## src/rtl/phy_mgmt_pkg.sv

```systemverilog
package phy_mgmt_pkg;
  localparam int BIT_SRST  = 15;
  localparam int BIT_LOOP  = 14;
  localparam int BIT_SPD   = 13;
  localparam int BIT_ANEN  = 12;
  localparam int BIT_PWDN  = 11;
  localparam int BIT_ISO   = 10;
  localparam int BIT_RSTAN = 9;
  localparam int BIT_DUP   = 8;

  typedef struct packed {
    logic loopback;
    logic speed_100;
    logic an_en;
    logic isolate;
    logic duplex_full;
  } ctrl_fields_t;

  localparam ctrl_fields_t CTRL_DEFAULT = '{
    loopback:    1'b0,
    speed_100:   1'b1,
    an_en:       1'b1,
    isolate:     1'b0,
    duplex_full: 1'b0
  };
endpackage

```

## src/rtl/soft_rst_timer.sv

```systemverilog
module soft_rst_timer #(
  parameter int RST_CYCLES = 50
) (
  input  logic clk_i,
  input  logic rst_ni,
  input  logic start_i,
  output logic busy_o
);
  localparam int CNT_W = $clog2(RST_CYCLES + 1);
  localparam logic [CNT_W-1:0] LOAD = CNT_W'(RST_CYCLES - 1);

  logic [CNT_W-1:0] cnt_q;
  logic             busy_q;

  always_ff @(posedge clk_i or negedge rst_ni) begin
    if (!rst_ni) begin
      busy_q <= 1'b0;
      cnt_q  <= '0;
    end else if (busy_q) begin
      if (cnt_q == '0) busy_q <= 1'b0;
      else             cnt_q  <= cnt_q - 1'b1;
    end else if (start_i) begin
      busy_q <= 1'b1;
      cnt_q  <= LOAD;
    end
  end

  assign busy_o = busy_q;
endmodule

```

## src/rtl/ctrl_field_regs.sv

```systemverilog
module ctrl_field_regs
  import phy_mgmt_pkg::*;
(
  input  logic         clk_i,
  input  logic         rst_ni,
  input  logic         wr_en_i,
  input  logic [15:0]  wdata_i,
  output ctrl_fields_t fields_o,
  output logic         restart_o
);
  ctrl_fields_t fields_q, wr_fields;
  logic         restart_q;
  logic         unused_wbits;

  assign unused_wbits = ^{wdata_i[BIT_PWDN], wdata_i[7:0]};

  always_comb begin
    wr_fields.loopback    = wdata_i[BIT_LOOP];
    wr_fields.speed_100   = wdata_i[BIT_SPD];
    wr_fields.an_en       = wdata_i[BIT_ANEN];
    wr_fields.isolate     = wdata_i[BIT_ISO];
    wr_fields.duplex_full = wdata_i[BIT_DUP];
  end

  always_ff @(posedge clk_i or negedge rst_ni) begin
    if (!rst_ni) begin
      fields_q  <= CTRL_DEFAULT;
      restart_q <= 1'b0;
    end else begin
      restart_q <= wr_en_i & ~wdata_i[BIT_SRST] & wdata_i[BIT_RSTAN] & wdata_i[BIT_ANEN];
      if (wr_en_i) fields_q <= wdata_i[BIT_SRST] ? CTRL_DEFAULT : wr_fields;
    end
  end

  assign fields_o  = fields_q;
  assign restart_o = restart_q;
endmodule

```

## src/rtl/ctrl_readback.sv

```systemverilog
module ctrl_readback
  import phy_mgmt_pkg::*;
(
  input  logic         addr_hit_i,
  input  logic         busy_i,
  input  ctrl_fields_t fields_i,
  input  logic         restart_i,
  input  logic         an_speed_100_i,
  output logic [15:0]  rdata_o,
  output logic         speed_100_o
);
  logic [15:0] word;

  always_comb begin
    word            = '0;
    word[BIT_SRST]  = busy_i;
    word[BIT_LOOP]  = fields_i.loopback;
    word[BIT_SPD]   = fields_i.speed_100;
    word[BIT_ANEN]  = fields_i.an_en;
    word[BIT_ISO]   = fields_i.isolate;
    word[BIT_RSTAN] = restart_i;
    word[BIT_DUP]   = fields_i.duplex_full;
  end

  assign rdata_o     = addr_hit_i ? word : '0;
  assign speed_100_o = fields_i.an_en ? an_speed_100_i : fields_i.speed_100;
endmodule

```

## src/rtl/phy_mgmt_ctrl.sv

```systemverilog
module phy_mgmt_ctrl
  import phy_mgmt_pkg::*;
#(
  parameter int ADDR_W     = 5,
  parameter int CTRL_ADDR  = 0,
  parameter int RST_CYCLES = 50
) (
  input  logic              clk_i,
  input  logic              rst_ni,
  input  logic [ADDR_W-1:0] mgmt_addr_i,
  input  logic [15:0]       mgmt_wdata_i,
  input  logic              mgmt_we_i,
  output logic [15:0]       mgmt_rdata_o,
  input  logic              an_speed_100_i,
  output logic              phy_rst_o,
  output logic              loopback_o,
  output logic              speed_100_o,
  output logic              an_en_o,
  output logic              isolate_o,
  output logic              duplex_full_o,
  output logic              restart_an_o
);
  localparam logic [ADDR_W-1:0] HIT_ADDR = ADDR_W'(CTRL_ADDR);

  logic         addr_hit, busy, wr_acc, restart;
  ctrl_fields_t fields;

  assign addr_hit = (mgmt_addr_i == HIT_ADDR);
  assign wr_acc   = mgmt_we_i & addr_hit & ~busy;

  soft_rst_timer #(.RST_CYCLES(RST_CYCLES)) u_timer (
    .clk_i   (clk_i),
    .rst_ni  (rst_ni),
    .start_i (wr_acc & mgmt_wdata_i[BIT_SRST]),
    .busy_o  (busy)
  );

  ctrl_field_regs u_regs (
    .clk_i     (clk_i),
    .rst_ni    (rst_ni),
    .wr_en_i   (wr_acc),
    .wdata_i   (mgmt_wdata_i),
    .fields_o  (fields),
    .restart_o (restart)
  );

  ctrl_readback u_rb (
    .addr_hit_i     (addr_hit),
    .busy_i         (busy),
    .fields_i       (fields),
    .restart_i      (restart),
    .an_speed_100_i (an_speed_100_i),
    .rdata_o        (mgmt_rdata_o),
    .speed_100_o    (speed_100_o)
  );

  assign phy_rst_o     = busy;
  assign loopback_o    = fields.loopback;
  assign an_en_o       = fields.an_en;
  assign isolate_o     = fields.isolate;
  assign duplex_full_o = fields.duplex_full;
  assign restart_an_o  = restart;
endmodule

```

## config.mk

```make
export PLATFORM = sky130hd
export DESIGN_NAME = phy_mgmt_ctrl
export DESIGN_NICKNAME = d
export VERILOG_FILES = /design/src/rtl/phy_mgmt_pkg.sv /design/src/rtl/soft_rst_timer.sv /design/src/rtl/ctrl_field_regs.sv /design/src/rtl/ctrl_readback.sv /design/src/rtl/phy_mgmt_ctrl.sv
export SDC_FILE = /design/constraint.sdc
export NUM_CORES = 1
export LEC_CHECK = 0
export ABC_AREA = 0
export BUFFER_PORTS_ARGS = -buffer_cell sky130_fd_sc_hd__buf_4
export CAP_MARGIN = 30
export CORE_MARGIN = 2
export CORE_UTILIZATION = 47
export DETAILED_ROUTE_END_ITERATION = 16
export GPL_ROUTABILITY_DRIVEN = 0
export PLACE_DENSITY = 0.87
export SLEW_MARGIN = 10
export SYNTH_ARGS = -nofsm -noshare
export SYNTH_HDL_FRONTEND = slang
export SYNTH_SLANG_ARGS = --single-unit
```

## constraint.sdc

```tcl
create_clock -name clk_i -period 4.3 [get_ports clk_i]
set_input_delay 0.43 -clock clk_i [delete_from_list [all_inputs] [get_ports clk_i]]
set_output_delay 0.43 -clock clk_i [all_outputs]
set_load 0.02 [all_outputs]
```

==> impl_metrics.yaml <==
hold_path:
  hold_class: "primary input to flop"
  hold_path_end: "u_regs.fields_o[3]$_DFFE_PN1P_"
  worst_hold_startpoint: "mgmt_wdata_i[13]"
  hold_depth: 3
drt:
  route.detailed.vias_per_inst: 5.19
  antenna_left: 0
  postRouteWirelength_um: 1870
  via_count: 748
  1st_iter_drt_viols: 17
  drtPass1Iterations: 4
  avgRoutedWirePerCell_um: 13.0
  route.detailed.drc: 0
yosys:
  mappedNetlistArea_um2: 871
  xor_and_xnor_area_share_after_synthesis: 0
  synth-adder-area-share: 0.0287
  synth.ff_latch_count: 13
  ys_dominant_reg_cell: "sky130_fd_sc_hd__dfrtp_1"
  post_synthesis_sequential_area_ratio: 0.376
  netlist_instances: 88
  post_synth_mux_area_share: 0.0862
  synth_async_sr_flop_share: 1.00
  yosys_warnings: 0
  post_synth_edffs: 0
  synth_compound_gate_area_share: 0.161
  ys_types: 35
  synthSimpleGateAreaFrac: 0.210
  synthesis.area_per_instance_um2: 9.90
  synth_top_family_by_area: "simple AND/OR/NAND/NOR gates"
pwr:
  power.density_cell_area_nw_per_um2: 452
  peakVddDrop_mv: 0.251
  power_leakage_nw: 0.560
critical_path:
  reg2reg_path_depth: 3
  rr_startpoint: "u_timer.cnt_q[2]$_DFFE_PN0P_"
  cp_cell_sequence: "buf_4 -> or4_4 -> nor3_1 -> buf_4"
  critPathLaunchType: "primary input"
  worst_path_most_repeated_cell: "sky130_fd_sc_hd__buf_4"
  worstPathMaxFanout: 8
  regToRegEndpoint: "u_timer.cnt_q[0]$_DFFE_PN0P_"
  critical_path_arrival_ns: 1.50
  reg2reg_setup_slack_ns: 2.66
  worstPathRequired_ns: 3.87
  cp_slowest_cell: "sky130_fd_sc_hd__or4_4"
  crit_start: "mgmt_addr_i[1]"
  dominant_delay_contributor_by_cell_family_on_the_critical_path: "simple AND/OR/NAND/NOR gates"
  cp.buffers_inverters: 2
  cp-end-kind: "output pin"
  critical_path_type: "primary input to output pin"
  critPathMaxStageDelay_ns: 0.60
timing:
  final_hold_viol_count: 0
  skew_ns: 0.00464
  timing.max_slew.rel_slack: 0.664
  setup-violations-final: 0
  layout_worst_path_cycle_share: 0.450
  finalCriticalPeriod_ns: 1.93
  setup_tns_ns: 0
  drv_slew: 0
  rsz0062_at_grt: "false"
  timing_worst_slew_pin_value_ns: 0.500
  fmax_mhz: 517
die:
  dieHeight_um: 47.0
  boundaryPins: 48
  core-area_um2: 1730
  floorplan.die_area_um2: 2210
  start_util: 0.504
  core.rowCount: 15
  chipWidth_um: 47.0
clock_network:
  cts_buffer_depth: 2
  post_cts_hold_fix_bufs: 1
  cts_repair_resize_count: 0
  master_cell_of_the_clock_root_buffer: "sky130_fd_sc_hd__clkbuf_4"
  cts_buffers: 3
  clock_tree.htree_level_count: 1
  post_cts.repair.setup_buffers: 0
  worstSkewPairLatency_ns: 0.27
  cts_tree: "built"
  cts_num_sinks: 13
  path_clk_slew_ns: 0.08
global_routing:
  number_of_global_route_vias_before_repair: 756
  grt.overflow.total: 0
  grt_antenna_before_repair: 0
  grt_start_max_net_pins: 14
  globalRouteTotalUtil: 0.208
  grt_pass1_wl_um: 3250
cells_and_area:
  layout-area-overhead-vs-synth_pct: 26.4
  final_util: 0.638
  final_layout_size_suffix_gt1_frac: 0.345
  layout.cells.most_common: "sky130_fd_sc_hd__buf_4"
  antennaDiodeCount: 0
  highest_count_cells_in_the_layout_ignoring_fill_and_taps: "sky130_fd_sc_hd__buf_4 (29), sky130_fd_sc_hd__dfrtp_1 (11), sky130_fd_sc_hd__conb_1 (9)"
  finish.net_count: 147
job:
  drv_cap: 0
status:
  run_status: "completed"
place:
  port_buffers: 29
  detailed_place_hpwl_um: 1460
==> per-stage QoR <==
stage / total power, mW / cell area, um2 / setup WS [ns] / hold WS (ns) / instances
detailed placement: 0.422 / 1060 / 2.32 / 0.285 / 139
finish: 0.498 / 1100 / 2.37 / 0.416 / 144
global route: 0.541 / 1100 / 2.29 / 0.418 / 144
floorplan: 0.363 / 901 / 2.32 / 0.134 / 96
global placement: 0.412 / 1060 / 2.34 / 0.286 / 139
CTS: 0.501 / 1100 / 2.37 / 0.409 / 144
==> cells by family after synthesis <==
kind of cell               Yosys count
DFF                                 13
other                                1
buffers and inverters               19
adders and majority gates            2
muxes                                7
AOI/OAI and AO/OA                   17
and+or+nand+nor                     29
==> how the worst max path moves through the flow <==
stage / slack [ns] / cells after the start / to
after detailed placement: 2.32 / 4 / u_regs.fields_o[1]$_DFFE_PN0P_
after global placement: 2.34 / 4 / u_regs.fields_o[0]$_DFFE_PN0P_
after floorplan: 2.32 / 3 / mgmt_rdata_o[12]
after global routing: 2.29 / 4 / mgmt_rdata_o[12]
after CTS: 2.37 / 4 / mgmt_rdata_o[12]
final: 2.37 / 4 / mgmt_rdata_o[12]
==> state kept, by name, summed over array words and instances, names as in the netlist <==
name,count
u_regs.restart_o,1
u_timer.cnt_q,6
u_timer.busy_o,1
u_regs.fields_o,5
==> final cells by class <==
class                      count  area, um2
tap                           25       31.3
multi-input combinational     64        457
inverter                       8       30.0
timing repair buffer          30        228
clock buffer                   3       22.5
sequential                    13        328
fill                         153        626
clock inverter                 1       5.00
==> cell usage after synthesis, types with 2 or more instances <==
cell,n,share of area
sky130_fd_sc_hd__nor3_1,3,0.017
sky130_fd_sc_hd__inv_1,8,0.034
sky130_fd_sc_hd__ha_1,2,0.029
sky130_fd_sc_hd__nor2_1,5,0.022
sky130_fd_sc_hd__mux2i_1,3,0.034
sky130_fd_sc_hd__o21ai_0,4,0.023
sky130_fd_sc_hd__nor4_2,2,0.029
sky130_fd_sc_hd__dfstp_2,2,0.060
sky130_fd_sc_hd__buf_4,10,0.086
sky130_fd_sc_hd__and3_1,4,0.029
sky130_fd_sc_hd__a211o_1,3,0.030
sky130_fd_sc_hd__nand2_1,5,0.022
sky130_fd_sc_hd__dfrtp_1,11,0.32
sky130_fd_sc_hd__mux2_1,3,0.039
sky130_fd_sc_hd__nor2b_1,3,0.022
==> metal layers <==
layer  GRT usage  wire [um]  up-vias
li1            -          -      361
met1       0.273        822      355
met2       0.340        926       28
met3      0.0346        104        4
met4      0.0833         12        0
met5           0          0        -
==> worst register-to-register path, cell delays in order, from the launching register on <==
cell                      delay (ns)
sky130_fd_sc_hd__dfrtp_1        0.45
sky130_fd_sc_hd__or4_1          0.58
sky130_fd_sc_hd__o21ai_2        0.16
sky130_fd_sc_hd__mux2_2         0.34
==> report_power, final <==
| group | leakage [nW] | internal (mW) | total, mW | switching (mW) |
|---|---|---|---|---|
| registers | 0.161 | 0.163 | 0.214 | 0.0518 |
| clock network | 0.0177 | 0.0345 | 0.0751 | 0.0406 |
| logic | 0.382 | 0.0963 | 0.208 | 0.112 |
Note: power is estimated with default switching activity, not from simulation.
